### src/rtl/rx_loss_atten.sv
module rx_loss_atten #(
  parameter int MAX_CODE  = 120,
  parameter int HALF_CODE = 60
) (
  input  logic        clk,
  input  logic        rst_n,
  input  logic        in_valid,
  input  logic [15:0] in_sample,
  input  logic [6:0]  loss_code,
  input  logic        extra_att,
  output logic        out_valid,
  output logic [15:0] out_sample,
  output logic        clamp_err
);
  localparam int FRAC = 15;

  function automatic logic [15:0] coarse_f(input logic [3:0] q);
    case (q)
      4'd0:    coarse_f = 16'd32768;
      4'd1:    coarse_f = 16'd29205;
      4'd2:    coarse_f = 16'd26029;
      4'd3:    coarse_f = 16'd23198;
      4'd4:    coarse_f = 16'd20675;
      4'd5:    coarse_f = 16'd18427;
      4'd6:    coarse_f = 16'd16423;
      4'd7:    coarse_f = 16'd14637;
      4'd8:    coarse_f = 16'd13045;
      4'd9:    coarse_f = 16'd11627;
      4'd10:   coarse_f = 16'd10362;
      4'd11:   coarse_f = 16'd9235;
      default: coarse_f = 16'd8231;
    endcase
  endfunction

  function automatic logic [15:0] fine_f(input logic [3:0] u);
    case (u)
      4'd0:    fine_f = 16'd32768;
      4'd1:    fine_f = 16'd32393;
      4'd2:    fine_f = 16'd32022;
      4'd3:    fine_f = 16'd31656;
      4'd4:    fine_f = 16'd31293;
      4'd5:    fine_f = 16'd30935;
      4'd6:    fine_f = 16'd30581;
      4'd7:    fine_f = 16'd30231;
      4'd8:    fine_f = 16'd29885;
      default: fine_f = 16'd29543;
    endcase
  endfunction

  logic [6:0]         code_lim, code_eff;
  logic               over;
  logic [3:0]         tens, units;
  logic [31:0]        mprod;
  logic [16:0]        mult;
  logic signed [33:0] prod, scaled;
  logic [15:0]        sat, shaped;

  assign code_lim = (loss_code > 7'(MAX_CODE)) ? 7'(MAX_CODE) : loss_code;
  assign over     = extra_att && (code_lim > 7'(HALF_CODE));
  assign code_eff = over ? 7'(HALF_CODE) : code_lim;
  assign tens     = 4'(code_eff / 7'd10);
  assign units    = 4'(code_eff % 7'd10);

  assign mprod = {16'd0, coarse_f(tens)} * {16'd0, fine_f(units)};
  assign mult  = 17'((mprod + 32'd16384) >> FRAC);

  assign prod   = 34'(signed'(in_sample)) * 34'(signed'({1'b0, mult}));
  assign scaled = (prod + 34'sd16384) >>> FRAC;

  always_comb begin
    if (scaled > 34'sd32767)       sat = 16'h7fff;
    else if (scaled < -34'sd32768) sat = 16'h8000;
    else                           sat = scaled[15:0];
  end

  assign shaped = extra_att ? {sat[15], sat[15:1]} : sat;

  always_ff @(posedge clk) begin
    if (!rst_n) begin
      out_valid  <= 1'b0;
      out_sample <= '0;
      clamp_err  <= 1'b0;
    end else begin
      out_valid <= in_valid;
      if (in_valid) begin
        out_sample <= shaped;
        if (over) clamp_err <= 1'b1;
      end
    end
  end
endmodule

### config.mk
export PLATFORM = sky130hd
export DESIGN_NAME = rx_loss_atten
export DESIGN_NICKNAME = d
export VERILOG_FILES = /design/src/rtl/rx_loss_atten.sv
export SDC_FILE = /design/constraint.sdc
export NUM_CORES = 1
export LEC_CHECK = 0
export BUFFER_PORTS_ARGS = -buffer_cell sky130_fd_sc_hd__clkbuf_2
export CORE_MARGIN = 5
export CORE_UTILIZATION = 29
export DETAILED_ROUTE_END_ITERATION = 10
export GPL_TIMING_DRIVEN = 0
export PLACE_DENSITY = 0.5
export SKIP_CTS_REPAIR_TIMING = 1
export SLEW_MARGIN = 20
export SYNTH_ARGS = -nofsm -noshare
export SYNTH_HDL_FRONTEND = slang
export SYNTH_SLANG_ARGS = --single-unit
### constraint.sdc
create_clock -name clk -period 39.8 [get_ports clk]
set_input_delay 0 -clock clk [delete_from_list [all_inputs] [get_ports clk]]
set_output_delay 0 -clock clk [all_outputs]
set_load 0.005 [all_outputs]
==> results of run 1 <==
-- worst max-delay path: cells and delay by family --
kind,cells,cell delay [ns]
simple gates,13,1.95
buf+inv,19,2.75
compound gates,28,8.44
fa+ha+maj,18,7.66
xor+xnor,2,1.49
mux,1,0.40
-- how the worst min path moves through the flow --
| stage | from | endpoint | slack (ns) | cells past startpoint |
|---|---|---|---|---|
| floorplan | rst_n | out_valid$_SDFF_PN0_ | 0.13 | 1 |
| global placement | rst_n | clamp_err$_SDFFE_PN0P_ | 0.34 | 2 |
| detailed placement | rst_n | out_sample[6]$_SDFFE_PN0P_ | 0.35 | 3 |
| CTS | rst_n | out_sample[6]$_SDFFE_PN0P_ | 0.09 | 3 |
| global route | rst_n | out_sample[6]$_SDFFE_PN0P_ | 0.10 | 3 |
| finish | rst_n | out_sample[11]$_SDFFE_PN0P_ | 0.09 | 3 |
-- cells by family after synthesis --
logic type / synth area share [%]
DFF: 1.85
buffers and inverters: 11.8
muxes: 0.740
xor gates and xnor gates: 1.70
and+or+nand+nor: 17.8
AOI/OAI and AO/OA: 8.83
adders and majority gates: 57.3
-- registers in the layout, indices dropped and copies added (netlist names) --
register    count
out_sample     16
clamp_err       1
out_valid       1
-- through the flow --
step	hold WS [ns]	area, um^2	utilization, %
3_3_place_gp	0.344	20700	31.1
6_report	0.0883	20900	31.2
4_1_cts	0.0876	20900	31.2
2_1_floorplan	0.127	19500	-
5_1_grt	0.102	20900	31.2
3_5_place_dp	0.348	20800	31.1
-- cell type report --
cell class,instances,area [um^2]
tap,873,1090
inverter,524,1970
multi-input combinational,1678,16800
timing repair buffer,41,210
fill,7134,45900
clock buffer,4,88.8
buffer,76,322
sequential,18,360
-- layer usage --
metal,up-vias,global-route usage [%],part of all wire (%)
met4,0,2.95,2.0
met2,302,29.0,52
met1,7790,20.0,43
li1,7135,-,-
met5,-,0,0
met3,64,0.611,3.0
-- cells in the mapped netlist, types with 4 or more instances --
cell type	number	area, um^2
o21a_1	19	143
o21ai_1	11	55.1
a31oi_1	4	25.0
or2_2	4	25.0
nand2b_1	17	106
a21boi_0	5	37.5
buf_2	8	40.0
o21bai_1	8	60.1
o211ai_1	4	30.0
a21oi_1	57	285
o221a_1	9	101
xnor2_1	25	219
dfxtp_1	18	360
and3_1	10	62.6
xor2_1	11	96.3
a221oi_1	6	52.6
o22ai_1	4	25.0
or3_1	8	50.1
nor3_1	23	115
nand4_1	14	87.6
fa_1	401	8030
a211oi_1	8	60.1
mux2i_1	4	40.0
nand3_1	21	105
clkbuf_1	60	225
inv_1	522	1960
nand2_1	290	1090
o31ai_1	6	45.0
a21o_1	21	158
and2_1	161	1010
nor2b_1	12	75.1
o21ai_0	34	170
nor2_1	166	623
ha_1	249	3120
==> results.sh, run 1 <==
export IMPL_synth_flop_cell="dfxtp_1"
export IMPL_vias=15291
export IMPL_grt_use_total_pct=15.5
export IMPL_numPortBuffers=39
export IMPL_final_nets=3019
export IMPL_r2r_end="out_sample[14]$_SDFFE_PN0P_"
export IMPL_setup_viol=0
export IMPL_grt_max_degree=14
export IMPL_layout_common_cells="522 x inv_1, 401 x fa_1, 290 x nand2_1, 249 x ha_1, 166 x nor2_1"
export IMPL_reg2reg_from="out_sample[14]$_SDFFE_PN0P_"
export IMPL_syn_inst=2296
export IMPL_drtPass1Iterations=6
export IMPL_finalWorstSetupSlack_ns=17.17
export IMPL_synth_seq_cells=18
export IMPL_async_flop_share_pct=0
export IMPL_crit_type="in -> reg"
export IMPL_antenna_found_initial=2
export IMPL_cts_root_buffer="clkbuf_16"
export IMPL_arrival_ns=22.75
export IMPL_cp_slowest_cell="xnor2_1"
export IMPL_skew_ns=0
export IMPL_cts_tree="done"
export IMPL_antenna_left=0
export IMPL_fin_crit_sh_pct=56.9
export IMPL_maxCapViolCount=0
export IMPL_grt_setup_unrepaired="no"
export IMPL_h_tree_depth=1
export IMPL_hold_class="in -> reg"
export IMPL_status="finished clean"
export IMPL_grt_pass1_wl_um=90100
export IMPL_grt_pass1_vias=16918
export IMPL_crit_end="out_sample[14]$_SDFFE_PN0P_"
export IMPL_stdcell_count=3214
export IMPL_drt_iter0_markers=650
export IMPL_fp_dieW_um=269
export IMPL_path_clk_slew_ns=0.05
export IMPL_wl_per_cell_um=17.0
export IMPL_cp_start_kind="input port"
export IMPL_crit_start="loss_code[6]"
export IMPL_slowest_delay_ns=0.99
export IMPL_rows=95
export IMPL_core_area_um2=66800
export IMPL_cts_buffers=3
export IMPL_cts_buffer_depth=2
export IMPL_gp_congestion=0.908
export IMPL_via_per_inst=4.76
export IMPL_drive_gt1_share_pct=3.97
export IMPL_synth_seq_area_share_pct=1.85
export IMPL_chipHeight_um=269
export IMPL_min_period_ns=22.63
export IMPL_synth_edf_count=0
export IMPL_clock_sinks=18
export IMPL_worst_pin_slew_ns=1.28
export IMPL_dp_cells=3210
export IMPL_drc=0
export IMPL_rr_worst_depth=2
export IMPL_hold_violations=0
export IMPL_synth_distinct_cells=86
export IMPL_cp_common_cell="inv_1"
export IMPL_slew_violations=0
export IMPL_hpwl_um=47400
export IMPL_cp_max_fo=10
export IMPL_final_common_cell="inv_1"
export IMPL_dp_slack_ns=16.74
export IMPL_syn_nets=2973
export IMPL_relSlewSlack_pct=14.1
export IMPL_grt_ovfl_total=0
export IMPL_maxClockFrequency_ghz=0.0442
export IMPL_die_area_um2=72400
export IMPL_syn_avg_cell_area_um2=8.47
export IMPL_wl_um=54700
export IMPL_insertion_delay_ns=0.24
export IMPL_start_util_pct=29.1
export IMPL_crit_path_end_kind="flop"
export IMPL_area_growth_pct=7.27
export IMPL_num_antenna_cells=0
export IMPL_crit_required_ns=39.91
export IMPL_r2r_slack_ns=38.91
export IMPL_ys_warn_count=0
export IMPL_netlist_area_um2=19500
export IMPL_tns_ns=0
export IMPL_io_pins=45
Power of run 1 is left out: the tool's default activity adds up to more than one toggle a clock period on the data nets, which glitch-free logic cannot reach.
==> run 2, diff against run 1 <==
--- a/config.mk
+++ b/config.mk
@@ -5,12 +5,13 @@
 export SDC_FILE = /design/constraint.sdc
 export NUM_CORES = 1
 export LEC_CHECK = 0
+export ABC_AREA = 1
 export BUFFER_PORTS_ARGS = -buffer_cell sky130_fd_sc_hd__clkbuf_2
 export CORE_MARGIN = 5
 export CORE_UTILIZATION = 29
 export DETAILED_ROUTE_END_ITERATION = 10
 export GPL_TIMING_DRIVEN = 0
-export PLACE_DENSITY = 0.5
+export PLACE_DENSITY = 0.52
 export SKIP_CTS_REPAIR_TIMING = 1
 export SLEW_MARGIN = 20
 export SYNTH_ARGS = -nofsm -noshare
==> constraint.sdc (replaced) <==
create_clock -name clk -period 19.85 [get_ports clk]
set_input_delay 0 -clock clk [delete_from_list [all_inputs] [get_ports clk]]
set_output_delay 0 -clock clk [all_outputs]
set_load 0.005 [all_outputs]
==> run 2 against run 1 <==
Compared with the run above: cell area decreased by 0.25%; critical path depth increased by 2; global-route usage increased by 0.073 points; cell count increased by 6.2%; flip-flop and latch count unchanged; clock-buffer cell count unchanged; synthesized area decreased by 0.23%; first-iteration DRC count increased by 24%; clock skew unchanged; critical path type unchanged.
==> results.sh, run 2 <==
export IMPL_hold_violations=0
export IMPL_clock_sinks=18
export IMPL_h_tree_depth=1
export IMPL_synth_top_area_share_pct=41.4
export IMPL_synth_seq_area_share_pct=1.86
export IMPL_cts_buffers=3
export IMPL_synth_largest_area_cell="fa_1"
export IMPL_tns_ns=0
export IMPL_async_flop_share_pct=0
export IMPL_min_delay_start="rst_n"
export IMPL_worst_pin_slew_ns=1.26
export IMPL_slew_violations=0
export IMPL_grt_use_total_pct=15.6
export IMPL_utilization_pct=31.5
export IMPL_chipHeight_um=269
export IMPL_status="finished clean"
export IMPL_netlist_area_um2=19400
export IMPL_wl_per_cell_um=16.1
export IMPL_r2r_slack_ns=19.24
export IMPL_setup_viol=0
export IMPL_grt_max_degree=12
export IMPL_reg2reg_from="out_sample[0]$_SDFFE_PN0P_"
export IMPL_start_util_pct=29.4
export IMPL_drt_iter0_markers=809
export IMPL_regMostFlops="out_sample"
export IMPL_cts_buffer_depth=2
export IMPL_synth_common_cells="616 x inv_1, 483 x nand2_1, 401 x fa_1"
export IMPL_cp_slowest_cell="xor2_1"
export IMPL_core_area_um2=66100
export IMPL_path_delay_family="adder cells"
export IMPL_die_area_um2=72200
export IMPL_crit_type="in -> reg"
export IMPL_syn_avg_cell_area_um2=7.75
export IMPL_syn_inst=2503
export IMPL_drtPass1Iterations=5
export IMPL_grt_setup_unrepaired="no"
export IMPL_drive_gt1_share_pct=5.61
export IMPL_fin_crit_sh_pct=92.6
export IMPL_synth_seq_cells=18
export IMPL_gp_congestion=0.874
export IMPL_final_nets=3226
export IMPL_hold_class="in -> reg"
export IMPL_grt_pass1_wl_um=89500
export IMPL_reg_largest_list="out_sample: 16 flops, clamp_err: 1 flops, out_valid: 1 flops"
export IMPL_slowest_delay_ns=0.86
export IMPL_maxClockFrequency_ghz=0.0544
export IMPL_cp_max_fo=11
export IMPL_synth_edf_count=0
export IMPL_path_buf_inv=13
export IMPL_layout_common_cells="616 x inv_1, 483 x nand2_1, 401 x fa_1, 338 x nor2_1, 249 x ha_1"
export IMPL_cts_root_buffer="clkbuf_16"
export IMPL_wl_um=54800
export IMPL_fp_dieW_um=269
export IMPL_syn_nets=3180
export IMPL_insertion_delay_ns=0.25
export IMPL_synth_area_leaders="fa_1 41%, ha_1 16%, inv_1 12%"
export IMPL_ys_warn_count=0
export IMPL_synth_flop_cell="dfxtp_1"
export IMPL_num_antenna_cells=0
export IMPL_min_period_ns=18.38
export IMPL_io_pins=45
export IMPL_cp_common_cell="nand2_1"
export IMPL_cts_tree="done"
export IMPL_final_common_cell="inv_1"
export IMPL_numPortBuffers=39
export IMPL_path_depth=83
export IMPL_maxCapViolCount=0
export IMPL_grt_ovfl_total=0
export IMPL_grt_pass1_vias=16430
export IMPL_area_growth_pct=7.25
export IMPL_cp_start_kind="input port"
export IMPL_rows=94
export IMPL_antenna_found_initial=0
export IMPL_path_clk_slew_ns=0.05
export IMPL_skew_ns=0
export IMPL_drc=0
export IMPL_arrival_ns=18.51
export IMPL_min_to="clamp_err$_SDFFE_PN0P_"
export IMPL_crit_path_end_kind="flop"
export IMPL_via_per_inst=4.56
export IMPL_synth_distinct_cells=60
export IMPL_antenna_left=0
export IMPL_r2r_end="out_sample[0]$_SDFFE_PN0P_"
export IMPL_yosysMostFrequentCell="inv_1"
export IMPL_crit_required_ns=19.99
export IMPL_vias=15548
export IMPL_relSlewSlack_pct=15.8
export IMPL_hpwl_um=47600
export IMPL_whs_path_depth=3
export IMPL_largest_register_ff_count=16
export IMPL_rr_worst_depth=2
==> run 2: changes by cell type after synthesis, moves of 15 or more <==
cell and change:
a21o_1 -18, nor2_1 +172, nand2_2 +28, clkinv_1 +15, nand2b_1 -17, nand3_1 +34, a21oi_1 +16, inv_1 +94
and2_1 -159, xnor2_1 -17, clkbuf_1 -38, nand2_1 +193
==> run 2: worst max path at each step <==
stage / startpoint / endpoint
6_report: loss_code[6] / out_sample[6]$_SDFFE_PN0P_
5_1_grt: loss_code[6] / out_sample[6]$_SDFFE_PN0P_
4_1_cts: loss_code[6] / out_sample[6]$_SDFFE_PN0P_
3_5_place_dp: loss_code[6] / out_sample[6]$_SDFFE_PN0P_
3_3_place_gp: loss_code[6] / out_sample[6]$_SDFFE_PN0P_
2_1_floorplan: loss_code[6] / out_sample[5]$_SDFFE_PN0P_
==> run 2: tightest hold or removal path: cells and delay by family <==
| kind | cells | cell delay (ns) |
|---|---|---|
| buffers and inverters | 1 | 0.13 |
| and+or+nand+nor | 1 | 0.06 |
| AOI/OAI and AO/OA | 1 | 0.06 |
==> run 2: logic make-up after synthesis <==
| group | Yosys count | synth area share, % |
|---|---|---|
| compound gates | 159 | 4.82 |
| xor+xnor | 29 | 1.39 |
| flops | 18 | 1.86 |
| simple gates | 969 | 21.2 |
| buf+inv | 678 | 13.4 |
| fa+ha+maj | 650 | 57.4 |
==> run 2: routing by layer <==
layer	vias up	wire length (um)	global-route usage (%)	share of wire, %
met2	370	25700	26.3	47
met3	63	2730	1.43	5.0
met5	-	0	0	0
li1	7488	-	-	-
met4	0	1160	2.73	2.1
met1	7627	25200	22.1	46
==> run 2: area by class of cell <==
| cell class | instances | area [um^2] |
|---|---|---|
| repair buffers | 41 | 214 |
| flip-flops and latches | 18 | 360 |
| plain buffers | 38 | 186 |
| multi-input cells | 1807 | 16500 |
| well taps | 864 | 1080 |
| inverters | 640 | 2410 |
| fillers | 7296 | 45300 |
| clock buffers | 4 | 88.8 |
==> run 2: through the flow <==
stage / hold slack (ns) / setup slack, ns / instances / instance area, um^2
after floorplan: 0.113 / 4.98 / 2503 / 19400
after global placement: 0.304 / 1.27 / 3406 / 20700
after detailed placement: 0.318 / 1.26 / 3408 / 20700
after CTS: 0.0616 / 1.42 / 3412 / 20800
after global routing: 0.0915 / 0.150 / 3412 / 20800
final: 0.0377 / 1.47 / 3412 / 20800
Power of run 2 is left out for the same reason.
==> run 3, diff against run 2 <==
--- a/config.mk
+++ b/config.mk
@@ -5,14 +5,12 @@
 export SDC_FILE = /design/constraint.sdc
 export NUM_CORES = 1
 export LEC_CHECK = 0
-export ABC_AREA = 1
+export ABC_AREA = 0
 export BUFFER_PORTS_ARGS = -buffer_cell sky130_fd_sc_hd__clkbuf_2
 export CORE_MARGIN = 5
 export CORE_UTILIZATION = 29
 export DETAILED_ROUTE_END_ITERATION = 10
 export GPL_TIMING_DRIVEN = 0
-export PLACE_DENSITY = 0.52
-export SKIP_CTS_REPAIR_TIMING = 1
 export SLEW_MARGIN = 20
 export SYNTH_ARGS = -nofsm -noshare
 export SYNTH_HDL_FRONTEND = slang
==> run 3 against run 2 <==
Compared with the run above: flip-flop and latch count unchanged; sequential share of layout area down 0.059 points; global-route usage down 0.91 points; critical path type unchanged; die area up 0.22%; cell area up 3.5%; cell count down 4.9%; fmax down 2.5%; wire length down 5.7%; first-iteration DRC count up 3.7%; non-clock buffer count up 70.
==> results.sh, run 3 (synthesis results as in run 1) <==
export IMPL_antenna_left=0
export IMPL_regMostFlops="out_sample"
export IMPL_slowest_delay_ns=0.55
export IMPL_relSlewSlack_pct=26.2
export IMPL_path_clk_slew_ns=0.05
export IMPL_chipHeight_um=269
export IMPL_hpwl_um=43700
export IMPL_wl_per_cell_um=15.9
export IMPL_placed_area_um2=20800
export IMPL_wl_um=51700
export IMPL_num_antenna_cells=0
export IMPL_crit_type="in -> reg"
export IMPL_worst_pin_slew_ns=1.10
export IMPL_slew_violations=0
export IMPL_cts_buffer_depth=2
export IMPL_cts_buffers=3
export IMPL_die_area_um2=72400
export IMPL_cp_start_kind="input port"
export IMPL_setup_viol=0
export IMPL_reg_largest_list="out_sample: 16 flops, clamp_err: 1 flops, out_valid: 1 flops"
export IMPL_multi_input_area_um2=17200
export IMPL_drt_iter0_markers=839
export IMPL_rows=95
export IMPL_grt_pass1_wl_um=85400
export IMPL_regArea_um2=360
export IMPL_r2r_slack_ns=19.02
export IMPL_arrival_ns=19.03
export IMPL_drc=0
export IMPL_hold_class="in -> reg"
export IMPL_finalInstanceArea_um2=21500
export IMPL_via_per_inst=4.69
export IMPL_layout_common_cells="522 x inv_1, 401 x fa_1, 289 x nand2_1, 247 x ha_1"
export IMPL_core_area_um2=66800
export IMPL_hold_violations=0
export IMPL_skew_ns=0
export IMPL_fp_dieW_um=269
export IMPL_fin_crit_sh_pct=94.9
export IMPL_status="finished clean"
export IMPL_fillCellCount=7123
export IMPL_min_period_ns=18.85
export IMPL_cp_slowest_cell="fa_1"
export IMPL_final_common_cell="inv_1"
export IMPL_maxCapViolCount=0
export IMPL_crit_path_end_kind="flop"
export IMPL_insertion_delay_ns=0.24
export IMPL_cts_tree="done"
export IMPL_clock_sinks=18
export IMPL_start_util_pct=29.1
export IMPL_final_nets=3051
export IMPL_crit_required_ns=20.04
export IMPL_grt_max_degree=14
export IMPL_gp_congestion=0.875
export IMPL_h_tree_depth=1
export IMPL_maxClockFrequency_ghz=0.0531
export IMPL_cts_root_buffer="clkbuf_16"
export IMPL_grt_pass1_vias=16094
export IMPL_hold_slack_ns=0.114
export IMPL_largest_register_ff_count=16
export IMPL_numPortBuffers=39
export IMPL_vias=15213
export IMPL_cp_common_cell="inv_1"
export IMPL_grt_use_total_pct=14.6
export IMPL_tns_ns=0
export IMPL_drtPass1Iterations=7
export IMPL_antenna_found_initial=1
export IMPL_drive_gt1_share_pct=8.22
export IMPL_grt_ovfl_total=0
export IMPL_io_pins=45
export IMPL_cp_max_fo=10
export IMPL_area_growth_pct=10.8
[run 3: cell count changes in the layout (fill, tap and decap cells not counted), sizes merged, moves of 17 or more]
cell | previous run | this run
nand2b | 0 | 18
and2 | 3 | 161
buf | 18 | 55
clkbuf | 65 | 97
nand2 | 521 | 290
nor2 | 345 | 167
nand3 | 70 | 21
inv | 623 | 523
a21o | 3 | 21
xnor2 | 8 | 26
a21oi | 75 | 58
[run 3: final cells by class]
cell class / count / share of cell area [%]
Multi-Input combinational cell: 1678 / 79.9
Inverter: 524 / 9.13
Tap cell: 873 / 5.07
Timing Repair Buffer: 74 / 2.13
Buffer: 75 / 1.75
Sequential cell: 18 / 1.67
Clock buffer: 3 / 0.348
[run 3: worst paths after layout]
| check | from | to | depth (start not counted) |
|---|---|---|---|
| setup reg to reg | out_sample[14]$_SDFFE_PN0P_ | out_sample[14]$_SDFFE_PN0P_ | 2 |
| setup / recovery | loss_code[6] | out_sample[8]$_SDFFE_PN0P_ | 85 |
| hold / removal | rst_n | out_sample[10]$_SDFFE_PN0P_ | 3 |
| hold reg to reg | clamp_err$_SDFFE_PN0P_ | clamp_err$_SDFFE_PN0P_ | 2 |
[run 3: worst max-delay path, delay by kind of cell]
kind                       cells  cell delay (ns)
AOI/OAI and AO/OA             24             5.39
adders and majority gates     18             7.76
muxes                          1             0.12
xor gates and xnor gates       2             0.54
buffers and inverters         22             2.57
and+or+nand+nor               18             2.63
[run 3: metal layers]
metal	wire (um)	vias up	track usage [%]	share of wire [%]
li1	-	7211	-	-
met2	25400	323	25.5	49
met4	969	0	2.81	1.9
met5	0	-	0	0
met3	2490	49	1.30	4.8
met1	22900	7630	20.1	44
[run 3: metrics by stage]
stage	worst slack (ns)	utilization, %	std cells
after floorplan	1.83	-	2296
after CTS	0.00356	31.6	3224
after global routing	-0.0333	32.3	3245
after detailed placement	-2.68	31.1	3209
after global placement	-3.09	31.1	3208
final	1.00	32.3	3245
[run 3: what timing repair did]
action                     4_1_cts  5_1_grt
hold buffers                     0        0
setup buffers                   13       21
pin swaps                        9       25
resized for setup               47       75
setup endpoints to repair       16       16
Power of run 3 is left out for the same reason.
